<file path="config.mk">
export PLATFORM = sky130hd
export DESIGN_NAME = tamper_guard
export DESIGN_NICKNAME = d
export VERILOG_FILES = /design/src/rtl/tamper_pkg.sv /design/src/rtl/tamper_timebase.sv /design/src/rtl/tamper_channel.sv /design/src/rtl/tamper_backup.sv /design/src/rtl/tamper_guard.sv
export SDC_FILE = /design/constraint.sdc
export NUM_CORES = 1
export LEC_CHECK = 0
export ABC_AREA = 1
export BUFFER_PORTS_ARGS = -buffer_cell sky130_fd_sc_hd__buf_2
export CAP_MARGIN = 15
export CORE_MARGIN = 1
export CORE_UTILIZATION = 63
export DETAILED_ROUTE_END_ITERATION = 12
export PLACE_DENSITY = 0.9
export RECOVER_POWER = 50
export SYNTH_ARGS = -nofsm -noshare
export SYNTH_HDL_FRONTEND = slang
export SYNTH_SLANG_ARGS = --single-unit
</file>
<file path="constraint.sdc">
create_clock -name clk -period 2.93 [get_ports clk]
set_input_delay 0.4395 -clock clk [delete_from_list [all_inputs] [get_ports clk]]
set_output_delay 0.4395 -clock clk [all_outputs]
set_load 0.01 [all_outputs]
</file>
<file path="src/rtl/tamper_pkg.sv">
package tamper_pkg;

  // consecutive active samples required by a filter code (0 = edge style)
  function automatic logic [3:0] samples_needed(input logic [1:0] code);
    case (code)
      2'b01:   samples_needed = 4'd2;
      2'b10:   samples_needed = 4'd4;
      2'b11:   samples_needed = 4'd8;
      default: samples_needed = 4'd0;
    endcase
  endfunction

endpackage

</file>
<file path="src/rtl/tamper_timebase.sv">
module tamper_timebase #(
  parameter int CNT_W  = 15,
  parameter int RATE_W = 3,
  parameter int PRE_W  = 2
) (
  input  logic              clk,
  input  logic              rst_n,
  input  logic              level_mode,
  input  logic [RATE_W-1:0] rate_sel,
  input  logic [PRE_W-1:0]  prech_sel,
  output logic              tick,
  output logic              prech_win
);
  localparam int PW = CNT_W + 1;

  logic [CNT_W-1:0] cnt_q, cnt_d;
  logic [PW-1:0]    period, dur;
  logic             last;

  always_comb begin
    period    = PW'(1) << (CNT_W - int'(rate_sel));
    dur       = PW'(1) << prech_sel;
    last      = ({1'b0, cnt_q} == period - PW'(1));
    tick      = level_mode & last;
    prech_win = level_mode & ({1'b0, cnt_q} >= period - dur);
    if (!level_mode || last) cnt_d = '0;
    else                     cnt_d = cnt_q + CNT_W'(1);
  end

  always_ff @(posedge clk or negedge rst_n) begin
    if (!rst_n) cnt_q <= '0;
    else        cnt_q <= cnt_d;
  end

  // sample strobes only exist in filtered style, and the count stays inside one period
  a_r5_tick_level_only: assert property (@(posedge clk) disable iff (!rst_n)
    tick |-> level_mode);
  a_r5_count_in_period: assert property (@(posedge clk) disable iff (!rst_n)
    ({1'b0, cnt_q} < period));
endmodule

</file>
<file path="src/rtl/tamper_channel.sv">
module tamper_channel
  import tamper_pkg::*;
(
  input  logic       clk,
  input  logic       rst_n,
  input  logic       pin,
  input  logic       en,
  input  logic       trig_fall,
  input  logic [1:0] filt_sel,
  input  logic       tick,
  input  logic       clr,
  output logic       hit,
  output logic       flag
);
  logic       act, level, edge_hit, lvl_hit;
  logic       prev_q, prev_d;
  logic [3:0] need, run_q, run_d;
  logic       flag_q, flag_d;

  always_comb begin
    act      = pin ^ trig_fall;
    level    = |filt_sel;
    need     = samples_needed(filt_sel);
    prev_d   = en & act;
    edge_hit = ~level & en & act & ~prev_q;
    lvl_hit  = level & en & tick & act & (run_q + 4'd1 == need);
    run_d    = run_q;
    if (!level || !en)   run_d = '0;
    else if (tick) begin
      if (!act)               run_d = '0;
      else if (run_q < need)  run_d = run_q + 4'd1;
    end
    hit    = edge_hit | lvl_hit;
    flag_d = (flag_q & ~clr) | hit;
  end

  always_ff @(posedge clk or negedge rst_n) begin
    if (!rst_n) begin
      prev_q <= 1'b0;
      run_q  <= '0;
      flag_q <= 1'b0;
    end else begin
      prev_q <= prev_d;
      run_q  <= run_d;
      flag_q <= flag_d;
    end
  end

  assign flag = flag_q;

  // a set flag only drops on a clear pulse; a disabled channel never fires
  a_r1_flag_sticky: assert property (@(posedge clk) disable iff (!rst_n)
    (flag_q && !clr) |=> flag_q);
  a_r1_disabled_quiet: assert property (@(posedge clk) disable iff (!rst_n)
    !en |-> !hit);
  // an edge-style detection needs the active level on the pin
  a_r2_edge_active: assert property (@(posedge clk) disable iff (!rst_n)
    (hit && !level) |-> act);
  // the consecutive-sample count never exceeds the largest filter depth
  a_r4_run_bound: assert property (@(posedge clk) disable iff (!rst_n)
    run_q <= 4'd8);
endmodule

</file>
<file path="src/rtl/tamper_backup.sv">
module tamper_backup #(
  parameter int WORDS = 20,
  parameter int DW    = 32,
  parameter int AW    = 5
) (
  input  logic          clk,
  input  logic          rst_n,
  input  logic          wipe,
  input  logic          we,
  input  logic [AW-1:0] addr,
  input  logic [DW-1:0] wdata,
  output logic [DW-1:0] rdata
);
  logic [DW-1:0] mem_q [WORDS];
  logic [DW-1:0] mem_d [WORDS];
  logic          in_range;

  always_comb begin
    in_range = (int'(addr) < WORDS);
    for (int i = 0; i < WORDS; i++) begin
      if (wipe)                                mem_d[i] = '0;
      else if (we && in_range && int'(addr) == i) mem_d[i] = wdata;
      else                                     mem_d[i] = mem_q[i];
    end
    rdata = '0;
    for (int i = 0; i < WORDS; i++)
      if (int'(addr) == i) rdata = mem_q[i];
  end

  always_ff @(posedge clk or negedge rst_n) begin
    if (!rst_n) begin
      for (int i = 0; i < WORDS; i++) mem_q[i] <= '0;
    end else begin
      for (int i = 0; i < WORDS; i++) mem_q[i] <= mem_d[i];
    end
  end

  // a wipe leaves the first and last words empty on the next cycle
  a_r7_wipe_clears: assert property (@(posedge clk) disable iff (!rst_n)
    wipe |=> (mem_q[0] == '0 && mem_q[WORDS-1] == '0));
endmodule

</file>
<file path="src/rtl/tamper_guard.sv">
module tamper_guard #(
  parameter int NCH   = 2,
  parameter int WORDS = 20,
  parameter int DW    = 32,
  parameter int AW    = 5,
  parameter int CNT_W = 15
) (
  input  logic           clk,
  input  logic           rst_n,
  input  logic [NCH-1:0] tamp_pin,
  input  logic [NCH-1:0] chan_en,
  input  logic [NCH-1:0] trig_fall,
  input  logic [1:0]     filt_sel,
  input  logic [2:0]     rate_sel,
  input  logic [1:0]     prech_sel,
  input  logic           pu_disable,
  input  logic           ts_on_tamp,
  input  logic           irq_en,
  input  logic [NCH-1:0] flag_clr,
  input  logic           bkp_we,
  input  logic [AW-1:0]  bkp_addr,
  input  logic [DW-1:0]  bkp_wdata,
  output logic [DW-1:0]  bkp_rdata,
  output logic [NCH-1:0] tamp_flag,
  output logic           irq,
  output logic           ts_req,
  output logic           pullup_en
);
  logic           level_mode, tick, prech_win, any_hit;
  logic [NCH-1:0] hit;
  logic           ts_q, ts_d;

  assign level_mode = |filt_sel;

  tamper_timebase #(.CNT_W(CNT_W), .RATE_W(3), .PRE_W(2)) u_tb (
    .clk(clk), .rst_n(rst_n), .level_mode(level_mode),
    .rate_sel(rate_sel), .prech_sel(prech_sel),
    .tick(tick), .prech_win(prech_win)
  );

  for (genvar c = 0; c < NCH; c++) begin : g_ch
    tamper_channel u_ch (
      .clk(clk), .rst_n(rst_n), .pin(tamp_pin[c]), .en(chan_en[c]),
      .trig_fall(trig_fall[c]), .filt_sel(filt_sel), .tick(tick),
      .clr(flag_clr[c]), .hit(hit[c]), .flag(tamp_flag[c])
    );
  end

  tamper_backup #(.WORDS(WORDS), .DW(DW), .AW(AW)) u_bkp (
    .clk(clk), .rst_n(rst_n), .wipe(any_hit), .we(bkp_we),
    .addr(bkp_addr), .wdata(bkp_wdata), .rdata(bkp_rdata)
  );

  always_comb begin
    any_hit   = |hit;
    ts_d      = ts_on_tamp & any_hit;
    irq       = irq_en & (|tamp_flag);
    pullup_en = prech_win & (|chan_en) & ~pu_disable;
  end

  always_ff @(posedge clk or negedge rst_n) begin
    if (!rst_n) ts_q <= 1'b0;
    else        ts_q <= ts_d;
  end
  assign ts_req = ts_q;

  // no pull-up drive in edge style or when disabled
  a_r6_pullup_edge_off: assert property (@(posedge clk) disable iff (!rst_n)
    !level_mode |-> !pullup_en);
  a_r6_pullup_disabled: assert property (@(posedge clk) disable iff (!rst_n)
    pu_disable |-> !pullup_en);
  // after any detection the addressed word reads empty
  a_r7_bank_empty: assert property (@(posedge clk) disable iff (!rst_n)
    any_hit |=> (bkp_rdata == '0));
  // a timestamp request always coincides with a set flag
  a_r8_ts_with_flag: assert property (@(posedge clk) disable iff (!rst_n)
    ts_req |-> (|tamp_flag));
  a_r8_ts_single: assert property (@(posedge clk) disable iff (!rst_n)
    (ts_req && !ts_d) |=> !ts_req);
  // a newly set flag with interrupts enabled raises the interrupt
  a_r9_irq_rise: assert property (@(posedge clk) disable iff (!rst_n)
    ($rose(tamp_flag[0]) && irq_en) |-> irq);
endmodule

</file>
==> impl_metrics.yaml, run 1 <==
outcome:
  status: "did not finish"
  first-error: "[ERROR GRT-0232] Routing congestion too high. Check the congestion heatmap in the GUI."
  lastStage: "global routing"
sta:
  crit_endpoint: "bkp_rdata[25]"
  worst-ep-kind: "primary output"
yosys:
  netlist-cell-type-count: 42
  synth-edff-count: 0
  synth_area_leaders: "dfrtp_1 54%, nand2_1 15%, o21ai_0 7.6%, inv_1 4.9%, o21ai_1 3.7%"
  ys_warn_count: 0
  synthesis.instances: 3906
  ys_seq_elements: 668
  syn-cell-area_mm2: 0.0310
  synth-async-reset-ratio_pct: 100
  postSynthAreaPerCell_um2: 7.93
  synthTopCellsByCount: "1266 x nand2_1, 668 x dfrtp_1, 471 x o21ai_0"
  seq_area_frac_synth_pct: 53.9
  yosysTopAreaCellShare_pct: 53.9
  synth_most_common_cell: "nand2_1"
  synth_top_cell_by_area: "dfrtp_1"
  synth_ff_type: "dfrtp_1"
die:
  fp-row-count: 80
  start_util_pct: 64.4
  io_pins: 95
  die_w_um: 224
  die_h_um: 224
global_route:
  gr-total-overflow: 1235
  grt_max_degree: 80
  grt_util_all_layers_pct: 88.9
clocking:
  htreeDepth: 3
  cts_buffers: 69
  cts_root_buf: "clkbuf_16"
  cts.sinks: 668
  clk_path_buf_depth: 3
placed_design:
  routabilityCongestion: 0.960
  hpwl_mm: 68.1
  place_area_mm2: 0.0341
  numPortBuffers: 94
[through the flow]
| stage | worst slack [ns] | std cells |
|---|---|---|
| 3_5_place_dp | -0.262 | 4701 |
| 4_1_cts | -0.199 | 4855 |
| 2_1_floorplan | 0.299 | 3907 |
| 3_3_place_gp | -0.230 | 4701 |
[per-layer routing]
layer	overflow	GRT usage (%)
met4	351	91.1
met2	694	99.0
met1	79	85.8
met3	92	81.6
met5	19	67.4
[repair_timing]
item	in CTS
endpoints found under the hold margin	48
pin swaps	64
gates resized for setup	138
setup endpoints to repair	33
setup buffers	28
hold buffers	1
gates cloned	3
[cells by family after synthesis]
kind of cell,after synthesis,share of synthesized area (%)
AO/OA/AOI/OAI,756,12.7
AND/OR/NAND/NOR,1780,23.4
XOR/XNOR,14,0.396
buffers and inverters,667,8.72
flip-flops,668,53.9
other,1,0.0121
adder cells (fa/ha/maj),20,0.807
==> inputs of run 2 (changes only) <==
--- a/config.mk
+++ b/config.mk
@@ -9,9 +9,9 @@
 export BUFFER_PORTS_ARGS = -buffer_cell sky130_fd_sc_hd__buf_2
 export CAP_MARGIN = 15
 export CORE_MARGIN = 1
-export CORE_UTILIZATION = 63
+export CORE_UTILIZATION = 40
 export DETAILED_ROUTE_END_ITERATION = 12
-export PLACE_DENSITY = 0.9
+export PLACE_DENSITY_LB_ADDON = 0.15
 export RECOVER_POWER = 50
 export SYNTH_ARGS = -nofsm -noshare
 export SYNTH_HDL_FRONTEND = slang
==> run 2 against run 1 <==
Against the previous run: the flow now finishes, with violations (negative setup slack); synthesized cell count did not move; synthesized area did not move.
==> impl_metrics.yaml, run 2 <==
clocking:
  path_clk_slew_ns: 0.06
  clkLatencyLatePin_ns: 0.62
  clk_path_buf_depth: 3
  htreeDepth: 3
  cts_root_buf: "clkbuf_16"
  cts_buffers: 76
  cts.sinks: 668
  cts_tree: "yes"
outcome:
  status: "complete, but fails checks"
  violations: "negative setup slack"
yosys:
  seq_area_frac_synth_pct: 53.9
  synth_ff_type: "dfrtp_1"
  ys_warn_count: 0
  postSynthAreaPerCell_um2: 7.93
  ys_seq_elements: 668
  synth_top_cell_by_area: "dfrtp_1"
  synthesis.instances: 3906
  synthTopCellsByCount: "1266 x nand2_1, 668 x dfrtp_1, 471 x o21ai_0"
  synth-async-reset-ratio_pct: 100
  yosysTopAreaCellShare_pct: 53.9
  syn-cell-area_mm2: 0.0310
  synth-edff-count: 0
  synth_most_common_cell: "nand2_1"
  netlist-cell-type-count: 42
  synth_area_leaders: "dfrtp_1 54%, nand2_1 15%, o21ai_0 7.6%, inv_1 4.9%, o21ai_1 3.7%"
worst_setup_path:
  crit_type: "in -> out"
  path_cells: "buf_6 > buf_6 > nor2_4 > inv_2 > nor2_4 > buf_6 > clkbuf_16 > buf_12 > nand2_2 > nand2_2 > nor3_2 > nand4_1 > nand2_1 > nand4_1 > nand2_1 > nand4_1 > nand2_1 > nand3_2 > nand2_2 > nand2_4 > buf_6"
  setup.worst_path.end_class: "output pin"
  critPathSlowestCell: "nor2_4"
  r2r_cells: 19
  crit_required_ns: 2.49
  cp-startpoint: "bkp_addr[2]"
  startpoint_type: "input pin"
  critPathMaxStageDelay_ns: 0.22
  path_common_cell: "buf_6"
  arrival_ns: 2.61
  path_max_fanout: 6
  reg2reg_slack_ns: 0.02
  timing.rr.start: "u_tb.cnt_q[0]"
die:
  die_w_um: 280
  dieArea_mm2: 0.0786
  io_pins: 95
  coreArea_mm2: 0.0763
  die_h_um: 280
  start_util_pct: 40.6
  fp-row-count: 101
sta:
  final_hold_viol_count: 0
  setup_violations: 15
  drv_slew: 0
  rsz0062_at_grt: "yes"
  clock.fmax_mhz: 328
  fin_skew_ns: 0.0186
  finalCritPeriodShare_pct: 104
  worstMarginPinSlew_ns: 1.37
  finalWorstSetupSlack_ns: -0.121
  timing.setup.tns_ns: -0.502
  post-route-min-period_ns: 3.05
  slew_headroom_pct: 8.84
cells_and_area:
  final_nets: 4310
  drive_gt1_share_pct: 19.2
  largestRegisters: "u_bkp.mem_q x640, u_tb.cnt_q x15, g_ch.u_ch.run_q x8"
  fin_area_mm2: 0.0394
  largest_reg_flops: 640
  n_fill_cell: 7342
  n_antenna_cell: 0
  area_delta_synth_final_pct: 27.3
  final_cell_mix: "1198 x nand2_1, 668 x dfrtp_1, 452 x o21ai_0"
  layout.cells.most_common: "nand2_1"
  regMostFlops: "u_bkp.mem_q"
  fin_cells: 5315
global_route:
  grt_pass1_vias: 25900
  grt_max_degree: 107
  grt_util_all_layers_pct: 27.3
  gr-total-overflow: 0
  grt_pass1_wl_mm: 161
  antenna_found_initial: 0
placed_design:
  numPortBuffers: 94
  dpl.cell_count: 5123
  hpwl_mm: 73.9
  routabilityCongestion: 0.867
  place_area_mm2: 0.0352
route:
  wirelength_mm: 109
  met3_length_mm: 7.14
  drtIter0Drc: 2841
  dr_total_vias: 27300
  wl_met2_mm: 48.8
  drc: 0
  ant_nets: 0
  via_per_inst: 5.13
  wire_per_inst_um: 20.6
  maxUsedRoutingLayer: "met4"
  firstDrtPassIters: 5
  drt-met1-wl_mm: 50.9
power:
  switching_power_uw: 8060
  combPwrFrac_pct: 18.1
  clkPwrFrac_pct: 35.6
  p_sw_share_pct: 29.6
  seqPwrFrac_pct: 46.3
  power_uw: 27200
  intPower_uw: 19200
  p_leak_uw: 0.0188
  power.density_mw_per_mm2: 691
  vdd_drop_max_uv: 558
hold_path:
  hold_start: "chan_en[0]"
  hold_path_depth: 3
  min_path_type: "in -> reg"
job:
  drv_cap: 0
run 2: cell counts after synthesis:
Identical to the previous run, type by type.
run 2: repair_timing:
action | CTS | global route
hold buffers | 4 | 0
resized for setup | 106 | 223
pin swaps | 41 | 132
hold endpoints to repair | 32 | 0
endpoints found under the setup margin | 38 | 278
cloned | 0 | 14
buffers inserted | 13 | 33
run 2: power groups by stage:
stage	clock network [uW]	logic (uW)	registers, uW
global route	10200	5580	12800
global placement	0	4430	12700
detailed placement	0	4540	12700
CTS	9870	4650	12600
finish	9710	4920	12600
floorplan	0	2800	12400
run 2: area by class of cell:
class                           count  area (um2)  area share [%]
Sequential cell                   668       16700            42.4
Multi-Input combinational cell   2572       12300            31.1
Timing Repair Buffer              474        4930            12.5
Clock buffer                      112        2280            5.78
Inverter                          440        1710            4.34
Tap cell                         1030        1290            3.27
Clock inverter                     19         231           0.587
run 2: cells by family after synthesis:
logic type               Yosys count  synth area share (%)
other                              1                0.0121
AO/OA/AOI/OAI                    756                  12.7
buffers and inverters            667                  8.72
adder cells (fa/ha/maj)           20                 0.807
AND/OR/NAND/NOR                 1780                  23.4
flip-flops                       668                  53.9
XOR/XNOR                          14                 0.396
run 2: path summary, 6_finish.rpt:
kind / to
min in group asynchronous: u_tb.cnt_q[1]
setup reg to reg: u_bkp.mem_q[379]
max in group asynchronous: u_bkp.mem_q[416]
hold / removal: g_ch[0].u_ch.prev_q
setup / recovery: bkp_rdata[2]
hold reg to reg: u_bkp.mem_q[130]
run 2: worst max-delay path: cells and delay by family:
kind                   cells  cell delay (ns)
and+or+nand+nor           14             1.34
buffers and inverters      7             0.83
run 2: metal layers:
layer / up-vias / global-route usage (%)
met1: 13200 / 40.3
li1: 13100 / -
met2: 865 / 41.7
met3: 133 / 3.46
met4: 0 / 8.34
met5: - / 0
run 2: stage by stage:
stage	util (%)	hold slack (ns)	setup slack, ns
2_1_floorplan	-	0.144	0.299
3_3_place_gp	46.1	0.404	-0.399
3_5_place_dp	46.1	0.404	-0.416
4_1_cts	50.0	0.0980	-0.108
5_1_grt	51.7	0.148	-0.217
6_report	51.7	0.134	-0.121
No activity file was read; power rests on OpenSTA's default activity.
